==> config.mk <==
export PLATFORM = sky130hd
export DESIGN_NAME = sreg_guard
export DESIGN_NICKNAME = d
export VERILOG_FILES = /design/src/rtl/sreg_guard_pkg.sv /design/src/rtl/sreg_lock_decode.sv /design/src/rtl/sreg_grant_logic.sv /design/src/rtl/sreg_guard.sv
export SDC_FILE = /design/constraint.sdc
export NUM_CORES = 1
export LEC_CHECK = 0
export ABC_AREA = 1
export BUFFER_PORTS_ARGS = -buffer_cell sky130_fd_sc_hd__buf_2
export CAP_MARGIN = 5
export CORE_ASPECT_RATIO = 0.9
export CORE_MARGIN = 2
export CORE_UTILIZATION = 44
export CTS_CLUSTER_DIAMETER = 120
export DETAILED_ROUTE_END_ITERATION = 7
export GPL_TIMING_DRIVEN = 0
export HOLD_SLACK_MARGIN = 0.03
export PLACE_DENSITY_LB_ADDON = 0.12
export SLEW_MARGIN = 20
export SYNTH_ARGS = -nofsm -noshare
export SYNTH_HDL_FRONTEND = slang
export SYNTH_SLANG_ARGS = --single-unit
==> constraint.sdc <==
create_clock -name clk -period 0.8 [get_ports clk]
set_input_delay 0.12 -clock clk [delete_from_list [all_inputs] [get_ports clk]]
set_output_delay 0.12 -clock clk [all_outputs]
set_load 0.05 [all_outputs]
==> src/rtl/sreg_guard_pkg.sv <==
package sreg_guard_pkg;

  localparam int unsigned SR_W     = 8;
  localparam int unsigned POS_PEN  = 7;
  localparam int unsigned POS_FLAG = 6;
  localparam int unsigned POS_WEL  = 1;
  localparam int unsigned POS_BUSY = 0;

  typedef enum logic [1:0] {
    LOCK_NONE     = 2'b00,
    LOCK_TOP_QTR  = 2'b01,
    LOCK_TOP_HALF = 2'b10,
    LOCK_ALL      = 2'b11
  } lock_e;

  typedef struct packed {
    logic       prot_en;
    logic [1:0] wdog_sel;
    logic [1:0] lock_sel;
  } nvcfg_t;

  localparam int unsigned NV_W = $bits(nvcfg_t);

endpackage

==> src/rtl/sreg_lock_decode.sv <==
module sreg_lock_decode
  import sreg_guard_pkg::*;
#(
  parameter int unsigned ADDR_W = 13
) (
  input  logic [1:0]        lock_sel,
  input  logic [ADDR_W-1:0] addr,
  output logic              locked
);

  generate
    if (ADDR_W >= 2) begin : g_frac
      logic [1:0] top2;
      assign top2 = addr[ADDR_W-1 -: 2];
      always_comb begin
        unique case (lock_e'(lock_sel))
          LOCK_NONE:     locked = 1'b0;
          LOCK_TOP_QTR:  locked = (top2 == 2'b11);
          LOCK_TOP_HALF: locked = top2[1];
          default:       locked = 1'b1;
        endcase
      end
    end else begin : g_tiny
      logic unused_addr;
      assign unused_addr = ^addr;
      assign locked = (lock_sel != 2'b00);
    end
  endgenerate

endmodule

==> src/rtl/sreg_grant_logic.sv <==
module sreg_grant_logic (
  input  logic sr_req,
  input  logic arr_req,
  input  logic wel,
  input  logic pending,
  input  logic prot_en,
  input  logic wp_n,
  input  logic locked,
  output logic sr_take,
  output logic arr_take,
  output logic deny
);

  logic arr_only;
  logic base_ok;
  logic sr_ok;
  logic arr_ok;

  always_comb begin
    arr_only = arr_req & ~sr_req;
    base_ok  = wel & ~pending;
    sr_ok    = base_ok & ~(prot_en & ~wp_n);
    arr_ok   = base_ok & ~locked;
    sr_take  = sr_req & sr_ok;
    arr_take = arr_only & arr_ok;
    deny     = (sr_req & ~sr_ok) | (arr_only & ~arr_ok);
  end

endmodule

==> src/rtl/sreg_guard.sv <==
module sreg_guard
  import sreg_guard_pkg::*;
#(
  parameter int unsigned ARRAY_BYTES = 8192,
  parameter int unsigned ADDR_W      = $clog2(ARRAY_BYTES),
  parameter logic [4:0]  NV_BOOT     = 5'b0_00_00
) (
  input  logic              clk,
  input  logic              rst_n,
  input  logic              wen_set,
  input  logic              wen_clr,
  input  logic              flag_set,
  input  logic              flag_clr,
  input  logic              sr_wr,
  input  logic [7:2]        sr_wdata,
  input  logic              arr_wr,
  input  logic [ADDR_W-1:0] arr_addr,
  input  logic              wp_n,
  input  logic              wr_done,
  input  logic              busy_in,
  output logic              wr_grant,
  output logic              wr_deny,
  output logic [SR_W-1:0]   sr_rd
);

  localparam nvcfg_t NV_RST = nvcfg_t'(NV_BOOT);
  localparam int unsigned PD_W = NV_W + 1;

  // reset: asynchronous assert, synchronous release
  logic rs_meta, rst_q_n;
  always_ff @(posedge clk or negedge rst_n) begin
    if (!rst_n) begin
      rs_meta <= 1'b0;
      rst_q_n <= 1'b0;
    end else begin
      rs_meta <= 1'b1;
      rst_q_n <= rs_meta;
    end
  end

  nvcfg_t          nv_q, nv_d;
  logic            flag_q, flag_d;
  logic            wel_q, wel_d;
  logic            pend_q, pend_d;
  logic            pend_sr_q, pend_sr_d;
  logic [PD_W-1:0] pend_data_q;
  logic            grant_q, deny_q;
  logic            locked;
  logic            sr_take, arr_take, deny_nxt;
  logic            take, commit, commit_sr;

  sreg_lock_decode #(.ADDR_W(ADDR_W)) u_lock (
    .lock_sel (nv_q.lock_sel),
    .addr     (arr_addr),
    .locked   (locked)
  );

  sreg_grant_logic u_grant (
    .sr_req   (sr_wr),
    .arr_req  (arr_wr),
    .wel      (wel_q),
    .pending  (pend_q),
    .prot_en  (nv_q.prot_en),
    .wp_n     (wp_n),
    .locked   (locked),
    .sr_take  (sr_take),
    .arr_take (arr_take),
    .deny     (deny_nxt)
  );

  // next state
  always_comb begin
    take      = sr_take | arr_take;
    commit    = wr_done & pend_q;
    commit_sr = commit & pend_sr_q;

    nv_d   = nv_q;
    flag_d = flag_q;
    if (commit_sr) begin
      nv_d.prot_en  = pend_data_q[5];
      flag_d        = pend_data_q[4];
      nv_d.wdog_sel = pend_data_q[3:2];
      nv_d.lock_sel = pend_data_q[1:0];
    end
    if (flag_clr)      flag_d = 1'b0;
    else if (flag_set) flag_d = 1'b1;

    if (wen_set && !wen_clr)   wel_d = 1'b1;
    else if (wen_clr || commit) wel_d = 1'b0;
    else                        wel_d = wel_q;

    if (take)        pend_d = 1'b1;
    else if (commit) pend_d = 1'b0;
    else             pend_d = pend_q;

    pend_sr_d = take ? sr_take : pend_sr_q;
  end

  // registers
  always_ff @(posedge clk or negedge rst_q_n) begin
    if (!rst_q_n) begin
      nv_q      <= NV_RST;
      flag_q    <= 1'b0;
      wel_q     <= 1'b0;
      pend_q    <= 1'b0;
      pend_sr_q <= 1'b0;
      grant_q   <= 1'b0;
      deny_q    <= 1'b0;
    end else begin
      nv_q      <= nv_d;
      flag_q    <= flag_d;
      wel_q     <= wel_d;
      pend_q    <= pend_d;
      pend_sr_q <= pend_sr_d;
      grant_q   <= take;
      deny_q    <= deny_nxt;
    end
  end

  always_ff @(posedge clk or negedge rst_q_n) begin
    if (!rst_q_n) begin
      pend_data_q <= '0;
    end else if (sr_take) begin
      pend_data_q <= sr_wdata;
    end
  end

  assign wr_grant = grant_q;
  assign wr_deny  = deny_q;

  always_comb begin
    sr_rd           = '0;
    sr_rd[POS_PEN]  = nv_q.prot_en;
    sr_rd[POS_FLAG] = flag_q;
    sr_rd[5:4]      = nv_q.wdog_sel;
    sr_rd[3:2]      = nv_q.lock_sel;
    sr_rd[POS_WEL]  = wel_q;
    sr_rd[POS_BUSY] = busy_in;
  end

endmodule

# Yosys cells after proc, flatten, opt, wreduce, memory -nomap -nowiden
# Cells that the tools add are included.
# Widths: inputs -> output; s select.
# word_totals
register_bits	19
# classes
eq_ne	3
mux	8
n_bitwise	20
n_reduce_logical	7
# op_table
op	count
$and 1x1->1	11
$mux 1	7
$not 1->1	7
$eq 2x2->1 const B	2
$reduce_bool 2->1	2
$pmux 1 s3	1
$reduce_bool 3->1	1
$eq 2x1->1 const B	1
$logic_not 2->1	1
$or 1x1->1	2
$logic_and 1x1->1	1
$logic_not 1->1	1
$logic_or 1x1->1	1

# Logic depth before layout (Yosys ltp)
# Gate-level depths: netlist (run 1).
# logic_depth
word_depth	7
depth_mapped	6
ltp_nobuf	6

# By module
# From an unflattened synthesis (run 1), not the netlist that was laid out.
# unflattened
hier_cells	89
area_unflattened_um2	810.8
# by_module_without_submodules
module	instances	cells_per_inst	area_each_um2	seq_area_each_um2
sreg_guard	1	71	737.0	475.5
sreg_grant_logic	1	15	60.1	0.0
sreg_lock_decode	1	3	13.8	0.0

# Worst setup path before layout (run 1)
# Ideal clock, no wire load.
# synth_path
path_kind	register to register
start	register nv_q, in the netlist sr_rd[3]
end	register pend_q
arrival_time_ns	1.014
required_ns	0.672
setup_slack_ns	-0.341
stages_incl_launch_ff	6
path_buffers	0
path_cell_list	dfrtp_1 > inv_1 > nand2_1 > nand2_1 > nand3_1 > nand3_1
# synth_between
elab_chain_len	7
elab_cells_between_ends	10
cone_classes	2 x eq/ne; 2 x mux; 4 x bitwise; 2 x reduce/logical
# synth_lines
item	line_no	text
start: declaration	sreg_guard.sv:41	nvcfg_t nv_q, nv_d;
start signal: assignment	sreg_guard.sv:110	nv_q <= nv_d;
$eq 2x2->1 (tied with other cells)	sreg_lock_decode.sv:16	unique case (lock_e'(lock_sel))
$pmux 1 s3 *	sreg_lock_decode.sv:16	
$not 1->1 *	sreg_grant_logic.sv:23	arr_ok = base_ok & ~locked;
$and 1x1->1 *	sreg_grant_logic.sv:23	
$and 1x1->1 *	sreg_grant_logic.sv:25	arr_take = arr_only & arr_ok;
$or 1x1->1 *	sreg_guard.sv:73	take = sr_take | arr_take;
$mux 1 / $reduce_bool 2->1 (equally long branches)	-	
end signal: assignment	sreg_guard.sv:113	pend_q <= pend_d;
end: declaration	sreg_guard.sv:44	logic pend_q, pend_d;
# Every way passes the cells marked *; elsewhere a longest branch is shown, timed or not.
# A chain may end at the register's enable or synchronous reset.

# Worst setup path after layout (run 1)
# layout_path
start	register nv_q, in the netlist sr_rd[7]
end	output port sr_rd[7]
# layout_lines
item	line_no	text
end: declaration	sreg_guard.sv:23	output logic [SR_W-1:0] sr_rd
# No word-level cell between the ends.

==> impl_metrics.ini, run 1 <==
[status]
status = complete, but fails checks
failed_checks = setup timing

[logic_synthesis]
postSynth.asyncResetShare_pct = 100
syn-num-nets = 125
synthMostInstantiatedCell = sky130_fd_sc_hd__nand2_1
netlist_top_cells_area = sky130_fd_sc_hd__dfrtp_1 56%, sky130_fd_sc_hd__nand2_1 13%, sky130_fd_sc_hd__inv_1 6.2%
synthesis.yosys.warnings = 0
yosys_register_bits = 19
synth_top_cell_area_share_pct = 55.7
ys_top_cells_by_count = 29 x sky130_fd_sc_hd__nand2_1, 19 x sky130_fd_sc_hd__dfrtp_1, 14 x sky130_fd_sc_hd__inv_1
synth_cells = 95
synth-edff-count = 0
synth_area_leader_cell = sky130_fd_sc_hd__dfrtp_1
synth_sequential_area_ratio_pct = 55.7
synth-main-ff-cell = sky130_fd_sc_hd__dfrtp_1
post_synth_instance_area_um2 = 853
post_synth.cell_area_avg_um2 = 8.98
netlist-cell-type-count = 15

[setup_path]
crit_chain = buf_6 > buf_8
timing.critical_path.max_delay_family = flip-flops
crit_path_start_kind = flop
critical_path_class = reg -> out
buffers_and_inverters_on_the_worst_path = 2
worst-endpoint-required_ns = 0.68
critPathSlowestCell = sky130_fd_sc_hd__dfrtp_1
cp.arrival_ns = 0.99
worstPathMaxFanout = 3
critical_path.endpoint_type = output pin
worst_path_largest_cell_delay_ns = 0.43

[grt]
gr-total-overflow = 0
grt_antenna_before_repair = 0
grt_max_degree = 18
grt_pass1_wl_um = 2740
global_routing_usage_on_met1_pct = 20.4
grt.met2_usage_pct = 27.6
grt.total_usage_pct = 16.9
grt.busiest_layer = met2
via_count_of_the_first_global_routing_pass = 633
grt_met3_usage_pct = 3.95

[place]
placed_area_um2 = 1030
numPortBuffers = 27
pre_cts_ws_ns = -0.288
dp_hpwl_um = 1050
global_placer_s_final_weighted_congestion = 0.757

[cts]
clk_pin_slew_ns = 0.11
numCtsBuffers = 3
clock_net_sink_count = 19
cts_root_buf = sky130_fd_sc_hd__clkbuf_4
cts_htree_levels = 1
insertion_delay_to_the_later_sink_of_the_worst_skew_pair_ns = 0.30
clk_path_buf_depth = 2
cts_tree = yes

[timing]
rsz_0062_raised_after_global_routing = true
setup_violations = 26
worst_slack_ns = -0.306
period_share_pct = 138
timing.final.crit_period_ns = 1.11
fin_skew_ns = 0.00760
maxClockFrequency_ghz = 0.904
drv_slew = 0
hold_violations = 0

[power_and_ir_drop]
power_per_cell_area_nw_per_um2 = 3020
ir_drop_uv = 1610
leakage_power_figure_nw = 0.707

[routing]
drt-wirelength-per-cell_um = 10.7
detail_route.first_pass.iterations = 4
detail_route.wirelength_um = 1740
drtIter0Drc = 7
vias_per_instance = 4.50
detailroute.via_count = 733
antenna_left = 0
post_route_drc = 0

[job]
max_cap_viol_count = 0

[die]
floorplan.die_area_um2 = 2310
start_util_pct = 45.5
die_width_um = 50.4
number_of_core_rows = 15
core_area_um2 = 1880
die_y_um = 45.8
io_pins = 40

[worst_hold_path]
hp-class = in -> reg

[cells_and_area]
layout.nets = 169
post_route_cells_drive_above_1_share_pct = 49.3
insertedDiodeCount = 0
fin_area_um2 = 1300
flow.area_growth_from_synthesis_pct = 52.8
-- worst paths after layout --
kind / from / to / slack (ns) / cells past startpoint
worst max-delay path: sr_rd[7] / sr_rd[7] / -0.31 / 2
worst max register to register: pend_q / pend_data_q[5] / -0.30 / 5
worst min register to register: rst_q_n / pend_sr_q / 0.18 / 0
max in group asynchronous: rst_q_n / sr_rd[3] / 0.31 / 0
worst min-delay path: sr_wdata[2] / pend_data_q[0] / 0.03 / 3
min in group asynchronous: rst_n / rst_q_n / 0.14 / 2
-- report_power, final --
part	total, mW	internal (mW)	switching [mW]
sequential	1.60	1.28	0.316
combinational	1.84	0.808	1.04
clock	0.490	0.194	0.295
total	3.93	2.28	1.65
-- tightest hold or removal path: stages --
cell and delay [ns]:
sky130_fd_sc_hd__buf_2 0.10, sky130_fd_sc_hd__inv_1 0.05, sky130_fd_sc_hd__o21ai_2 0.04
-- per-stage QoR --
| step | utilization, % | setup TNS (ns) | power, mW | hold WS, ns | instances |
|---|---|---|---|---|---|
| 5_1_grt | 69.5 | -7.47 | 4.19 | 0.0306 | 163 |
| 3_3_place_gp | 55.0 | -3.15 | 2.86 | -0.0948 | 147 |
| 2_1_floorplan | - | -2.17 | 2.59 | -0.176 | 95 |
| 4_1_cts | 64.7 | -5.37 | 3.78 | 0.0485 | 159 |
| 3_5_place_dp | 55.0 | -3.30 | 2.89 | -0.0934 | 147 |
| 6_report | 69.5 | -5.91 | 3.93 | 0.0340 | 163 |
-- placed cells by master, fill, tap and decap left out --
master | synthesis | final
sky130_fd_sc_hd__nand3_2 | 0 | 1
sky130_fd_sc_hd__nor2_1 | 6 | 5
sky130_fd_sc_hd__buf_6 | 1 | 9
sky130_fd_sc_hd__inv_2 | 1 | 3
sky130_fd_sc_hd__buf_4 | 4 | 8
sky130_fd_sc_hd__nor2_4 | 1 | 2
sky130_fd_sc_hd__clkbuf_1 | 0 | 1
sky130_fd_sc_hd__a21oi_2 | 0 | 2
sky130_fd_sc_hd__o21ai_2 | 6 | 6
sky130_fd_sc_hd__nand3_4 | 1 | 1
sky130_fd_sc_hd__nand2_8 | 0 | 1
sky130_fd_sc_hd__nand2_1 | 29 | 27
sky130_fd_sc_hd__inv_8 | 0 | 1
sky130_fd_sc_hd__inv_1 | 14 | 11
sky130_fd_sc_hd__a21oi_1 | 3 | 1
sky130_fd_sc_hd__buf_8 | 0 | 4
sky130_fd_sc_hd__buf_2 | 0 | 18
sky130_fd_sc_hd__clkbuf_4 | 0 | 3
sky130_fd_sc_hd__nand3_1 | 6 | 5
sky130_fd_sc_hd__clkbuf_16 | 0 | 1
sky130_fd_sc_hd__nand2_2 | 2 | 2
sky130_fd_sc_hd__dfrtp_1 | 19 | 15
sky130_fd_sc_hd__dfrtp_2 | 0 | 4
sky130_fd_sc_hd__conb_1 | 1 | 1
sky130_fd_sc_hd__nand2_4 | 0 | 2
sky130_fd_sc_hd__nand4_1 | 1 | 1
sky130_fd_sc_hd__dlygate4sd3_1 | 0 | 3
-- flip-flops by register name, indices dropped and copies added (netlist names) --
name and count:
wr_deny 1, pend_q 1, pend_data_q 6, pend_sr_q 1, rst_q_n 1, sr_rd 5
rs_meta 1, wel_q 1, flag_q 1, wr_grant 1
-- area by class of cell --
cell class                 instances  area (µm²)
buffer                             4        45.0
clock buffer                       4        26.3
fill                             146         573
inverter                          15        63.8
multi-input combinational         57         335
sequential                        19         480
tap                               25        31.3
timing repair buffer              39         322
-- layer usage --
metal / up-vias / routed length (µm) / part of all wire, %
met5: - / 0 / 0
met1: 338 / 726 / 42
met3: 5 / 74 / 4.3
met4: 0 / 62 / 3.6
met2: 17 / 873 / 50
li1: 373 / - / -
-- kinds of logic (layout without fill, tap and decap cells) --
family,Yosys count,in the layout,share of synthesized area [%]
compound gates,9,9,7.92
other cells,1,1,0.439
buf+inv,20,62,11.4
simple gates,46,47,24.5
flops,19,19,55.7
-- timing repair --
| action | CTS | global route |
|---|---|---|
| gates resized for setup | 28 | 12 |
| gates cloned | 1 | 1 |
| endpoints found under the hold margin | 3 | 0 |
| setup endpoints to repair | 43 | 26 |
| pin swaps | 1 | 2 |
| hold buffers | 3 | 0 |
| setup buffers | 5 | 4 |
Power figures use the tool's default switching activity.
==> inputs of run 2 (changes only) <==
--- a/config.mk
+++ b/config.mk
@@ -16,6 +16,7 @@
 export GPL_TIMING_DRIVEN = 0
 export HOLD_SLACK_MARGIN = 0.03
 export PLACE_DENSITY_LB_ADDON = 0.12
+export SKIP_LAST_GASP = 1
 export SLEW_MARGIN = 20
 export SYNTH_ARGS = -nofsm -noshare
 export SYNTH_HDL_FRONTEND = slang
==> impl_metrics.ini, run 2 (synthesized netlist as in run 1, its figures left out) <==
[status]
status = complete, but fails checks
failed_checks = setup timing

[cells_and_area]
filler_cell_count = 145
layout.nets = 169
mostFrequentLayoutCells = 27 x sky130_fd_sc_hd__nand2_1, 18 x sky130_fd_sc_hd__buf_2, 15 x sky130_fd_sc_hd__dfrtp_1, 11 x sky130_fd_sc_hd__inv_1, 9 x sky130_fd_sc_hd__buf_4
final_common_cell = sky130_fd_sc_hd__nand2_1
post_route_cells_drive_above_1_share_pct = 48.6
layout.area.seq_um2 = 480
insertedDiodeCount = 0
multi_input_comb_area_um2 = 320
utilization_after_layout_pct = 68.3
largest_reg_flops = 6
flow.area_growth_from_synthesis_pct = 50.3
biggest_register = pend_data_q

[job]
max_cap_viol_count = 0

[grt]
grt_antenna_before_repair = 0
grt.total_usage_pct = 16.8
grt_pass1_wl_um = 2720
grt_max_degree = 18
via_count_of_the_first_global_routing_pass = 630
gr-total-overflow = 0

[routing]
drtIter0Drc = 6
vias_per_instance = 4.46
drt-wirelength-per-cell_um = 10.5
detail_route.first_pass.iterations = 4
post_route_drc = 0
detail_route.wirelength_um = 1710
detailroute.via_count = 727
antenna_left = 0

[timing]
setup_violations = 26
rsz_0062_raised_after_global_routing = true
maxClockFrequency_ghz = 0.895
timing.final.crit_period_ns = 1.12
period_share_pct = 140
drv_slew = 0
hold_violations = 0
setup_tns_ns = -5.84
hold_slack_ns = 0.0297
fin_skew_ns = 0.00732
worst_slack_ns = -0.317

[place]
global_placer_s_final_weighted_congestion = 0.757
dp_hpwl_um = 1050
pre_cts_ws_ns = -0.288
numPortBuffers = 27

[cts]
clk_path_buf_depth = 2
cts_htree_levels = 1
cts_root_buf = sky130_fd_sc_hd__clkbuf_4
clock_net_sink_count = 19
insertion_delay_to_the_later_sink_of_the_worst_skew_pair_ns = 0.30
numCtsBuffers = 3
clk_pin_slew_ns = 0.11
cts_tree = yes

[setup_path]
critical_path.endpoint_type = output pin
crit_path_start_kind = flop
worstPathMaxFanout = 3
critical_path_class = reg -> out
timing.reg2reg.worst_path_depth = 5
worst-endpoint-required_ns = 0.68
rr_startpoint = pend_q
cp.arrival_ns = 1.00
crit_path_start = sr_rd[7]

[die]
core_area_um2 = 1880
die_y_um = 45.8
io_pins = 40
die_width_um = 50.4
start_util_pct = 45.5
floorplan.die_area_um2 = 2310
number_of_core_rows = 15

[worst_hold_path]
holdCritStartpoint = sr_wdata[4]
timing.hold.worst_path_depth = 3
hp-class = in -> reg

[power_and_ir_drop]
ir_drop_uv = 1600
power_per_cell_area_nw_per_um2 = 3020
leakage_power_figure_nw = 0.709
p_total_mw = 3.87
==> run 2: area by class of cell <==
cell class | instances | area share [%]
repair buffers | 39 | 24.8
well taps | 25 | 2.44
multi-input cells | 57 | 25.0
inverters | 15 | 4.78
clock buffers | 4 | 2.05
flip-flops and latches | 19 | 37.5
plain buffers | 4 | 3.51
==> run 2: through the flow <==
step / instance area (µm²) / instances
after floorplan: 866 / 95
after global placement: 1030 / 147
after detailed placement: 1030 / 147
after CTS: 1200 / 159
after global routing: 1280 / 163
final: 1280 / 163
==> run 2: per-layer routing <==
layer  routed length (µm)  global-route usage, %  share of wire [%]
met1                  718                   20.4                 42
met5                    0                      0                  0
met4                   62                   11.4                3.6
met3                   73                   3.95                4.3
met2                  853                   27.1                 50
==> run 2: worst max-delay path: stages, from the launching register on <==
cell and delay (ns):
sky130_fd_sc_hd__dfrtp_1 0.43, sky130_fd_sc_hd__buf_6 0.13, sky130_fd_sc_hd__buf_8 0.14
==> run 2: timing repair <==
item,CTS,global route
setup endpoints to repair,43,26
pin swaps,1,1
hold buffers,3,0
endpoints found under the hold margin,3,0
gates resized for setup,25,10
gates cloned,1,1
buffers inserted,5,3
==> run 2: worst paths after layout <==
path / endpoint / slack, ns
setup / recovery: sr_rd[7] / -0.32
hold / removal: pend_data_q[2] / 0.03
setup reg to reg: pend_data_q[5] / -0.30
hold reg to reg: pend_sr_q / 0.18
max in group asynchronous: sr_rd[3] / 0.32
min in group asynchronous: rst_q_n / 0.14
==> run 2: power by group <==
part / leakage (nW) / internal (mW) / switching [mW]
Combinational: 0.467 / 0.789 / 1.02
Clock: 0.0150 / 0.194 / 0.298
Sequential: 0.227 / 1.28 / 0.288
